--- src/rtl/disp_pkg.sv ---
package disp_pkg;
   localparam logic [1:0] KIND_CMP = 2'd0;
   localparam logic [1:0] KIND_H2D = 2'd1;
   localparam logic [1:0] KIND_D2H = 2'd2;
endpackage

--- src/rtl/disp_fifo.sv ---
module disp_fifo #(
   parameter int W     = 8,
   parameter int DEPTH = 8
) (
   input  logic         clk,
   input  logic         rst_n,
   input  logic         push,
   input  logic [W-1:0] din,
   input  logic         pop,
   output logic [W-1:0] dout,
   output logic         full,
   output logic         empty
);
   localparam int AW = (DEPTH > 1) ? $clog2(DEPTH) : 1;

   generate
      if (DEPTH < 2 || (DEPTH & (DEPTH - 1)) != 0) begin : g_bad_depth
         $error("disp_fifo: DEPTH must be a power of two of at least 2");
      end
   endgenerate

   logic [W-1:0] mem [DEPTH];
   logic [AW-1:0] rd_ptr, wr_ptr;
   logic [AW:0]   fill;

   always_ff @(posedge clk) begin
      if (push) mem[wr_ptr] <= din;
   end

   always_ff @(posedge clk) begin
      if (!rst_n) begin
         rd_ptr <= '0;
         wr_ptr <= '0;
         fill   <= '0;
      end else begin
         if (push) wr_ptr <= wr_ptr + 1'b1;
         if (pop)  rd_ptr <= rd_ptr + 1'b1;
         fill <= fill + (AW+1)'(push) - (AW+1)'(pop);
      end
   end

   assign dout  = mem[rd_ptr];
   assign full  = (fill == (AW+1)'(DEPTH));
   assign empty = (fill == '0);

   // the issue side never writes into a full queue
   a_r2_no_overflow: assert property (@(posedge clk) disable iff (!rst_n)
      push |-> !full);
   // a dispatch only ever takes an existing head
   a_r3_no_underflow: assert property (@(posedge clk) disable iff (!rst_n)
      pop |-> !empty);
endmodule

--- src/rtl/disp_gate.sv ---
module disp_gate #(
   parameter int SID_W = 5,
   parameter int CW    = 8
) (
   input  logic [SID_W-1:0] sid,
   input  logic [CW-1:0]    sseq,
   input  logic [CW-1:0]    zseq,
   input  logic [CW-1:0]    gseq,
   input  logic [CW-1:0]    s_done,
   input  logic [CW-1:0]    z_done,
   input  logic [CW-1:0]    g_done,
   output logic             ok
);
   always_comb begin
      if (sid == '0) ok = (g_done == gseq);
      else           ok = (s_done == sseq) && (z_done == zseq);
   end
endmodule

--- src/rtl/disp_slots.sv ---
module disp_slots #(
   parameter int NCMP  = 16,
   parameter int SID_W = 5,
   parameter int TAG_W = 5
) (
   input  logic                   clk,
   input  logic                   rst_n,
   input  logic                   c_alloc,
   input  logic [SID_W-1:0]       c_sid,
   input  logic                   x_alloc,
   input  logic [TAG_W-1:0]       x_tag,
   input  logic [SID_W-1:0]       x_sid,
   input  logic                   rel,
   input  logic [TAG_W-1:0]       rel_tag,
   output logic                   c_any,
   output logic [TAG_W-1:0]       c_idx,
   output logic [NCMP+1:0]        busy,
   output logic [SID_W-1:0]       rel_sid
);
   localparam int NSLOT = NCMP + 2;

   logic [SID_W-1:0] own_arr [NSLOT];

   always_comb begin
      c_any = 1'b0;
      c_idx = '0;
      for (int i = NCMP - 1; i >= 0; i--) begin
         if (!busy[i]) begin
            c_any = 1'b1;
            c_idx = TAG_W'(i);
         end
      end
   end

   generate
      for (genvar s = 0; s < NSLOT; s++) begin : g_slot
         localparam bit IS_CMP = (s < NCMP);
         logic             b_q;
         logic [SID_W-1:0] o_q;
         logic             set;
         logic             clr;
         if (IS_CMP) begin : g_c
            assign set = c_alloc && (c_idx == TAG_W'(s));
         end else begin : g_x
            assign set = x_alloc && (x_tag == TAG_W'(s));
         end
         assign clr = rel && (rel_tag == TAG_W'(s));
         always_ff @(posedge clk) begin
            if (!rst_n) begin
               b_q <= 1'b0;
               o_q <= '0;
            end else if (set) begin
               b_q <= 1'b1;
               o_q <= IS_CMP ? c_sid : x_sid;
            end else if (clr) begin
               b_q <= 1'b0;
            end
         end
         assign busy[s]    = b_q;
         assign own_arr[s] = o_q;
      end
   endgenerate

   always_comb begin
      rel_sid = '0;
      for (int s = 0; s < NSLOT; s++)
         if (rel_tag == TAG_W'(s)) rel_sid = own_arr[s];
   end

   // completions only name a slot that is in flight
   a_r9_release_busy: assert property (@(posedge clk) disable iff (!rst_n)
      rel |-> busy[rel_tag]);
   // a copy slot is never granted twice
   a_r7_copy_free: assert property (@(posedge clk) disable iff (!rst_n)
      x_alloc |-> !busy[x_tag]);
endmodule

--- src/rtl/stream_dispatch.sv ---
module stream_dispatch #(
   parameter int NSTREAM = 32,
   parameter int NCMP    = 16,
   parameter int QDEPTH  = 8,
   parameter int CW      = 8,
   localparam int SID_W  = $clog2(NSTREAM),
   localparam int TAG_W  = $clog2(NCMP + 2)
) (
   input  logic             clk,
   input  logic             rst_n,
   input  logic             in_valid,
   input  logic [1:0]       in_kind,
   input  logic [SID_W-1:0] in_stream,
   output logic             in_ready,
   output logic             cmp_go,
   output logic [TAG_W-1:0] cmp_tag,
   output logic [SID_W-1:0] cmp_stream,
   output logic             cpy_go,
   output logic [TAG_W-1:0] cpy_tag,
   output logic [SID_W-1:0] cpy_stream,
   input  logic             done_valid,
   input  logic [TAG_W-1:0] done_tag
);
   import disp_pkg::*;

   localparam int EW = 2 + SID_W + 3 * CW;

   generate
      if (NSTREAM < 2) begin : g_bad_ns
         $error("stream_dispatch: NSTREAM must be at least 2");
      end
      if ((1 << CW) <= 2 * QDEPTH + NCMP + 2) begin : g_bad_cw
         $error("stream_dispatch: CW too narrow for the outstanding window");
      end
   endgenerate

   // per-stream and global issue / completion counters
   logic [CW-1:0] iss_cnt  [NSTREAM];
   logic [CW-1:0] done_cnt [NSTREAM];
   logic [CW-1:0] g_iss, g_done;

   logic          to_copy, accept;
   logic          kq_full, kq_empty, cq_full, cq_empty;
   logic [EW-1:0] enq_word, kq_dout, cq_dout;

   assign to_copy  = (in_kind != KIND_CMP);
   assign in_ready = to_copy ? !cq_full : !kq_full;
   assign accept   = in_valid && in_ready;
   assign enq_word = {in_kind, in_stream, iss_cnt[in_stream], iss_cnt[0], g_iss};

   logic [1:0]       k_kind, x_kind;
   logic [SID_W-1:0] k_sid, x_sid;
   logic [CW-1:0]    k_sseq, k_zseq, k_gseq, x_sseq, x_zseq, x_gseq;
   assign {k_kind, k_sid, k_sseq, k_zseq, k_gseq} = kq_dout;
   assign {x_kind, x_sid, x_sseq, x_zseq, x_gseq} = cq_dout;

   disp_fifo #(.W(EW), .DEPTH(QDEPTH)) u_kq (
      .clk(clk), .rst_n(rst_n), .push(accept && !to_copy), .din(enq_word),
      .pop(cmp_go), .dout(kq_dout), .full(kq_full), .empty(kq_empty));

   disp_fifo #(.W(EW), .DEPTH(QDEPTH)) u_cq (
      .clk(clk), .rst_n(rst_n), .push(accept && to_copy), .din(enq_word),
      .pop(cpy_go), .dout(cq_dout), .full(cq_full), .empty(cq_empty));

   logic k_ok, x_ok;

   disp_gate #(.SID_W(SID_W), .CW(CW)) u_kgate (
      .sid(k_sid), .sseq(k_sseq), .zseq(k_zseq), .gseq(k_gseq),
      .s_done(done_cnt[k_sid]), .z_done(done_cnt[0]), .g_done(g_done), .ok(k_ok));

   disp_gate #(.SID_W(SID_W), .CW(CW)) u_xgate (
      .sid(x_sid), .sseq(x_sseq), .zseq(x_zseq), .gseq(x_gseq),
      .s_done(done_cnt[x_sid]), .z_done(done_cnt[0]), .g_done(g_done), .ok(x_ok));

   logic             c_any;
   logic [TAG_W-1:0] c_idx, x_tag;
   logic [NCMP+1:0]  busy;
   logic [SID_W-1:0] rel_sid;

   assign x_tag = (x_kind == KIND_H2D) ? TAG_W'(NCMP) : TAG_W'(NCMP + 1);

   disp_slots #(.NCMP(NCMP), .SID_W(SID_W), .TAG_W(TAG_W)) u_slots (
      .clk(clk), .rst_n(rst_n),
      .c_alloc(cmp_go), .c_sid(k_sid),
      .x_alloc(cpy_go), .x_tag(x_tag), .x_sid(x_sid),
      .rel(done_valid), .rel_tag(done_tag),
      .c_any(c_any), .c_idx(c_idx), .busy(busy), .rel_sid(rel_sid));

   assign cmp_go     = !kq_empty && k_ok && c_any;
   assign cmp_tag    = c_idx;
   assign cmp_stream = k_sid;
   assign cpy_go     = !cq_empty && x_ok && !busy[x_tag];
   assign cpy_tag    = x_tag;
   assign cpy_stream = x_sid;

   always_ff @(posedge clk) begin
      if (!rst_n) begin
         g_iss  <= '0;
         g_done <= '0;
         for (int i = 0; i < NSTREAM; i++) begin
            iss_cnt[i]  <= '0;
            done_cnt[i] <= '0;
         end
      end else begin
         if (accept)     g_iss  <= g_iss + 1'b1;
         if (done_valid) g_done <= g_done + 1'b1;
         for (int i = 0; i < NSTREAM; i++) begin
            if (accept && in_stream == SID_W'(i))      iss_cnt[i]  <= iss_cnt[i] + 1'b1;
            if (done_valid && rel_sid == SID_W'(i))    done_cnt[i] <= done_cnt[i] + 1'b1;
         end
      end
   end

   // per-stream in-flight flags, kept apart from the counters to guard them
   logic [NSTREAM-1:0] run_flag;
   always_ff @(posedge clk) begin
      if (!rst_n) run_flag <= '0;
      else begin
         for (int i = 0; i < NSTREAM; i++) begin
            if (done_valid && rel_sid == SID_W'(i)) run_flag[i] <= 1'b0;
            if ((cmp_go && k_sid == SID_W'(i)) || (cpy_go && x_sid == SID_W'(i)))
               run_flag[i] <= 1'b1;
         end
      end
   end

   // reserved kind never offered
   a_r2_kind_legal: assert property (@(posedge clk) disable iff (!rst_n)
      in_valid |-> in_kind != 2'b11);
   // compute queue holds only compute jobs
   a_r3_kq_kind: assert property (@(posedge clk) disable iff (!rst_n)
      !kq_empty |-> k_kind == KIND_CMP);
   // a stream never has two commands in flight
   a_r4_cmp_serial: assert property (@(posedge clk) disable iff (!rst_n)
      cmp_go |-> !run_flag[cmp_stream]);
   a_r4_cpy_serial: assert property (@(posedge clk) disable iff (!rst_n)
      cpy_go |-> !run_flag[cpy_stream]);
   a_r4_no_twin: assert property (@(posedge clk) disable iff (!rst_n)
      (cmp_go && cpy_go) |-> cmp_stream != cpy_stream);
   // stream 0 runs alone
   a_r5_barrier_alone: assert property (@(posedge clk) disable iff (!rst_n)
      ((cmp_go && cmp_stream == '0) || (cpy_go && cpy_stream == '0)) |-> run_flag == '0);
   a_r5_barrier_holds: assert property (@(posedge clk) disable iff (!rst_n)
      (cmp_go || cpy_go) |-> !run_flag[0]);
endmodule

--- config.mk ---
export PLATFORM = sky130hd
export DESIGN_NAME = stream_dispatch
export DESIGN_NICKNAME = d
export VERILOG_FILES = /design/src/rtl/disp_pkg.sv /design/src/rtl/disp_fifo.sv /design/src/rtl/disp_gate.sv /design/src/rtl/disp_slots.sv /design/src/rtl/stream_dispatch.sv
export SDC_FILE = /design/constraint.sdc
export NUM_CORES = 2
export LEC_CHECK = 0
export BUFFER_PORTS_ARGS = -buffer_cell sky130_fd_sc_hd__buf_4
export CORE_ASPECT_RATIO = 1.5
export CORE_MARGIN = 10
export CORE_UTILIZATION = 30
export DETAILED_ROUTE_END_ITERATION = 6
export HOLD_SLACK_MARGIN = 0.1
export SYNTH_ARGS = -nofsm -noshare
export SYNTH_HDL_FRONTEND = slang
export SYNTH_SLANG_ARGS = --single-unit
--- constraint.sdc ---
create_clock -name clk -period 13.85 [get_ports clk]
set_clock_uncertainty 0.1 [all_clocks]
set_input_delay 3.4625 -clock clk [delete_from_list [all_inputs] [get_ports clk]]
set_output_delay 3.4625 -clock clk [all_outputs]
set_load 0.01 [all_outputs]
### Yosys cells after proc, flatten, opt, wreduce, memory -nomap -nowiden

Memories as Yosys holds them, arrays and structs flattened. A register that Yosys moved wholly into a read port is not among the register bits.
Index checks and enable logic that the tools add are counted.

* reduce and logical (&&, ||, !) cells: 142
* shifts and indexed selects: 0
* mux-type cells: 357
* $lt $le $gt $ge: 1
* add/sub/neg operators: 74
* bitwise gates (word level): 64
* div/mod/pow operators: 0
* multiply operators: 0
* equal/unequal tests: 105

Operator list (number)
* $add 8x1->8 const B: 66
* $mux 8: 64
* $mux 1: 254
* $eq 5x5->1 const B: 36
* $eq 5x4->1 const B: 24
* $logic_and 1x1->1: 109
* $mux 5: 18
* $mux 4: 16
* $or 1x1->1: 64
* $eq 5x3->1 const B: 12
* $eq 8x8->1: 6
* $eq 4x4->1 const B: 10
* $reduce_bool 2->1: 19
* $eq 5x2->1 const B: 6
* $logic_not 5->1: 6
* $eq 4x3->1 const B: 4
* $eq 5x1->1 const B: 3
* $add 3x1->3 const B: 4
* $mux 3: 4
* $add 4x1->4: 2
* $eq 4x2->1 const B: 2
* $logic_not 4->1: 2
* $sub 4x1->4: 2
* $logic_not 1->1: 6
* 4 further kinds: 4

* memory bits (read-only): 0
* register bits: 144
* output and inout bits: 23
* bits in latches: 0
* input port bits: 16
* bits in writable memories: 1008
* memories: 4

Memories
* done_cnt: words 32, width 8, read ports 34, clocked after memory_dff 0, write ports 32, line stream_dispatch.sv:39 `logic [CW-1:0] done_cnt [NSTREAM];`
* iss_cnt: words 32, width 8, read ports 33, clocked after memory_dff 0, write ports 32, line stream_dispatch.sv:38 `logic [CW-1:0] iss_cnt [NSTREAM];`
* u_cq.mem: words 8, width 31, read ports 1, clocked after memory_dff 1, write ports 1, line disp_fifo.sv:22 `logic [W-1:0] mem [DEPTH];`
* u_kq.mem: words 8, width 31, read ports 1, clocked after memory_dff 1, write ports 1, line disp_fifo.sv:22

### Longest topological paths before layout

* depth after elaboration: 25
* depth in mapped cells: 24
* mapped depth without buffers: 18

### Modules after synthesis

From an unflattened synthesis, not the netlist that was laid out.

* cells, all modules: 4211
* area, all modules: 58690.0 sq um

By module, submodules not included
* stream_dispatch: instances 1, cells each 2588, area each 31704.2 sq um, seq. area each 15695.1 sq um
* disp_fifo: instances 2, cells each 427, area each 10182.3 sq um, seq. area each 7707.4 sq um
* disp_slots: instances 1, cells each 699, area each 6015.8 sq um, seq. area each 2162.1 sq um
* disp_gate: instances 2, cells each 35, area each 302.8 sq um, seq. area each 0.0 sq um

### Worst setup path before layout

Ideal clock, no wire load.

* path type: input port to flip-flop
* from: input in_kind[1]
* to: memory u_cq.mem[2][0] (netlist bit), enable pin
* library setup time: 508 ps
* arrival: 8327 ps
* cell stages on the path: 8
* setup slack: 4915 ps
* path through: nor2_1 > nor3_1 > a32oi_1 > and2_1 > clkbuf_1 > nor2b_1 > inv_1 > nor4b_1

* cells in the longest elaborated chain, start to end: 6

Ends and longest elaborated chain
* from (decl): line stream_dispatch.sv:12 `input logic [1:0] in_kind,`
* $reduce_bool 2->1: line stream_dispatch.sv:46 `assign to_copy = (in_kind != KIND_CMP);`
* $mux 1: line stream_dispatch.sv:47 `assign in_ready = to_copy ? !cq_full : !kq_full;`
* net in_ready: line stream_dispatch.sv:14 `output logic in_ready,`
* $logic_and 1x1->1: line stream_dispatch.sv:48 `assign accept = in_valid && in_ready;`
* $logic_and 1x1->1: line stream_dispatch.sv:62 `.clk(clk), .rst_n(rst_n), .push(accept && to_copy), .din(enq_word),`
* $mux 1: line disp_fifo.sv:27 `if (push) mem[wr_ptr] <= din;`
* $mux 1 (not written as such): line disp_fifo.sv:27
* to (decl): line disp_fifo.sv:22

The timed path passes the listed nets, and every way through them passes these cells.

==> reports/results.tsv <==
metric	value	unit
cp-endpoint	cmp_go	
synth-simple-area-share	14.0	%
status	complete, no violations	
synth_top_family_by_area	multiplexers	
post_cts_buffers	0	
avgSynthCellArea	12.5	um2
crit_buf_inv	4	
routedWlPerCell	22.8	um
fin_crit	10.13	ns
reg2reg_depth	17	
critPathMaxFanout	75	
most-common-layout-cells	992 x edfxtp_1, 597 x nor2_1, 394 x nand2_1	
critPathLaunchType	flop	
critPathKind	reg2out	
synth-xor-area-share	6.85	%
ctsHoldBuffers	0	
p_switching	2.02	mW
critPathTopFamily	buffers and inverters	
tns	0	ns
yosysUniqueCellTypes	84	
cp_slowest_cell	buf_4	
async_flop_share	0	%
vdd_drop_max	105	uV
cts_tree	done	
switching_share	24.8	%
hold_violations	0	
synth_edf_count	992	
worst_pin_slew	1.32	ns
path_cells	mux4_2 > mux2i_4 > inv_4 > buf_4 > nor4_1 > or4_1 > nor4_1 > nand4_1 > o31ai_4 > buf_4 > buf_4	
relSlewSlack	11.4	%
cp_data_required_time	10.29	ns
clockBufferDepth	3	
synthAdderAreaFrac	1.85	%
powerDensity	126	nW/um2
internal_power	6.14	mW
power.leakage	22.4	nW
die_height	557	um
dominantRegCellSynth	edfxtp_1	
core_region_area	192000	um2
dp_slack	4.39	ns
port-buffer-count	33	
fp.dieW	378	um
vias	37400	
seqPwrFrac	49.7	%
dp_hpwl	114	mm
fp.dieArea	211000	um2
seq_area_frac_synth	56.9	%
grt_overflow_total	0	
grt_pass1_wl	243	mm
viasPerCell	5.22	
grt_use_total	15.1	%
place_congestion	0.933	
totalWireLength	164	mm
drt_iter0_drc	3126	
drtPass1Iterations	5	
cts_max_level	3	
grt_max_degree	152	
numCtsBuffers	114	
p_clk_share	41.1	%
timing.final.ws_setup	3.72	ns
muxShareOfSynthArea	14.3	%
antenna_found_initial	4	
yosysWarnings	0	
antenna_left	0	
rows	197	
setup_viol	0	
yosysTopAreaCellShare	51.6	%
crit_top_cell	buf_4	
cts_resized	0	
synth_compound_area_share	3.86	%
syn_to_final_growth	11.9	%
max_stage_delay	0.89	ns
cts_root_buf	clkbuf_16	
nFillCells	18700	
io_pins	39	
drive_gt1_share	12.1	%
remaining_drc_errors	0	
netlist_area	57700	um2
hp-class	reg2reg	
insertion_delay	0.75	ns
final_common_cell	edfxtp_1	
setup.worst_path.end_class	output port	
fmax	98.7	MHz
rsz0062_at_grt	false	
yosys.area.top_type	edfxtp_1	
cp.arrival	6.57	ns
drv_slew	0	
synth_cells	4607	
ys_seq_elements	1142	
maxCapViolations	0	
clkSlewWorstSetupHoldPaths	0.06	ns
grt_pass1_vias	37500	
cts_sinks	1142	
yosys-top-cells-area	edfxtp_1 52%, mux4_2 7.8%, mux2i_1 6.1%, dfxtp_1 5.2%, xor2_1 4.8%	
worst_r2r_endpoint	u_kq.fill[2]$_SDFF_PN0_	
finalCritPeriodShare	73.2	%
start_util	30.1	%
r2r_slack	6.85	ns
p_comb_share	9.2	%
path_depth	11	
layout.nets	4674	
==> cells by family (layout without fill, tap and decap cells) <==
family	Yosys count	count (layout)
flops	1142	1142
fa+ha+maj	84	84
other cells	2	7
buf+inv	307	369
simple gates	1724	1724
compound gates	328	328
mux	569	569
xor+xnor	451	451
==> registers in the layout, summed over array words and instances, names as in the netlist, named ones only <==
name                cells
u_cq.rd_ptr             3
u_kq.wr_ptr             3
iss_cnt               256
u_cq.mem              248
g_done                  8
u_slots.g_slot.b_q     18
u_cq.wr_ptr             3
u_kq.fill               4
u_kq.rd_ptr             3
done_cnt              256
u_slots.g_slot.o_q     90
u_cq.fill               4
g_iss                   8
u_kq.mem              232
==> layout make-up <==
| type | instances | area [um2] | area share, % |
|---|---|---|---|
| Clock buffer | 140 | 3000 | 4.65 |
| Inverter | 67 | 265 | 0.411 |
| Multi-Input combinational cell | 3161 | 23700 | 36.7 |
| Timing Repair Buffer | 88 | 664 | 1.03 |
| Sequential cell | 1142 | 32800 | 50.8 |
| Tap cell | 2487 | 3110 | 4.82 |
| Clock inverter | 74 | 1020 | 1.59 |
| Antenna cell | 2 | 5.00 | 0.00775 |
==> through the flow <==
step	total power, mW	instance area, um2	hold slack, ns	std cells	utilization [%]
floorplan	4.56	57700	0.331	4610	-
global placement	4.86	60500	0.341	6945	31.6
detailed placement	4.87	60500	0.347	6945	31.6
CTS	8.22	64600	0.360	7159	33.7
global route	8.42	64600	0.379	7160	33.7
finish	8.16	64600	0.358	7161	33.7
==> metal layers <==
metal,vias to the layer above,GRT usage (%),share of wire (%)
met2,1168,26.7,51
met1,18900,17.3,38
met3,355,2.14,5.3
li1,17000,-,-
met4,4,9.01,6.4
met5,-,0,0.014
==> worst min-delay path by stage <==
stage | slack (ns) | endpoint | cells past startpoint | start
2_1_floorplan | 0.33 | u_slots.g_slot[17].o_q[1]$_SDFFE_PN0P_ | 2 | u_slots.g_slot[17].o_q[1]$_SDFFE_PN0P_
3_3_place_gp | 0.34 | u_slots.g_slot[11].o_q[0]$_SDFFE_PN0P_ | 2 | u_slots.g_slot[11].o_q[0]$_SDFFE_PN0P_
3_5_place_dp | 0.35 | u_slots.g_slot[17].o_q[1]$_SDFFE_PN0P_ | 2 | u_slots.g_slot[17].o_q[1]$_SDFFE_PN0P_
4_1_cts | 0.36 | u_slots.g_slot[4].o_q[1]$_SDFFE_PN0P_ | 2 | u_slots.g_slot[4].o_q[1]$_SDFFE_PN0P_
5_1_grt | 0.38 | u_slots.g_slot[12].o_q[1]$_SDFFE_PN0P_ | 2 | u_slots.g_slot[12].o_q[1]$_SDFFE_PN0P_
6_report | 0.36 | u_slots.g_slot[2].o_q[0]$_SDFFE_PN0P_ | 2 | u_slots.g_slot[2].o_q[0]$_SDFFE_PN0P_
==> tightest hold or removal path, stage by stage, from the launching register on <==
cell     delay, ns
dfxtp_1       0.31
nand2_1       0.05
mux2i_1       0.05
==> power groups by stage <==
stage	Combinational (mW)	Sequential (mW)	Clock, mW
after floorplan	0.514	4.05	0
after global placement	0.733	4.12	0
after detailed placement	0.742	4.13	0
after CTS	0.747	4.06	3.42
after global routing	0.802	4.07	3.55
final	0.749	4.06	3.35
==> cells in the mapped netlist, drive strengths merged, types with 38 or more instances <==
cell	number
nand3	367
o21ai	106
and3	151
edfxtp	992
nand2	395
xnor2	133
a21oi	45
and2	38
dfxtp	150
mux2i	353
mux4	200
xor2	318
clkbuf	153
inv	63
ha	82
nor2	599
buf	87
(Power assumes the default switching activity.)
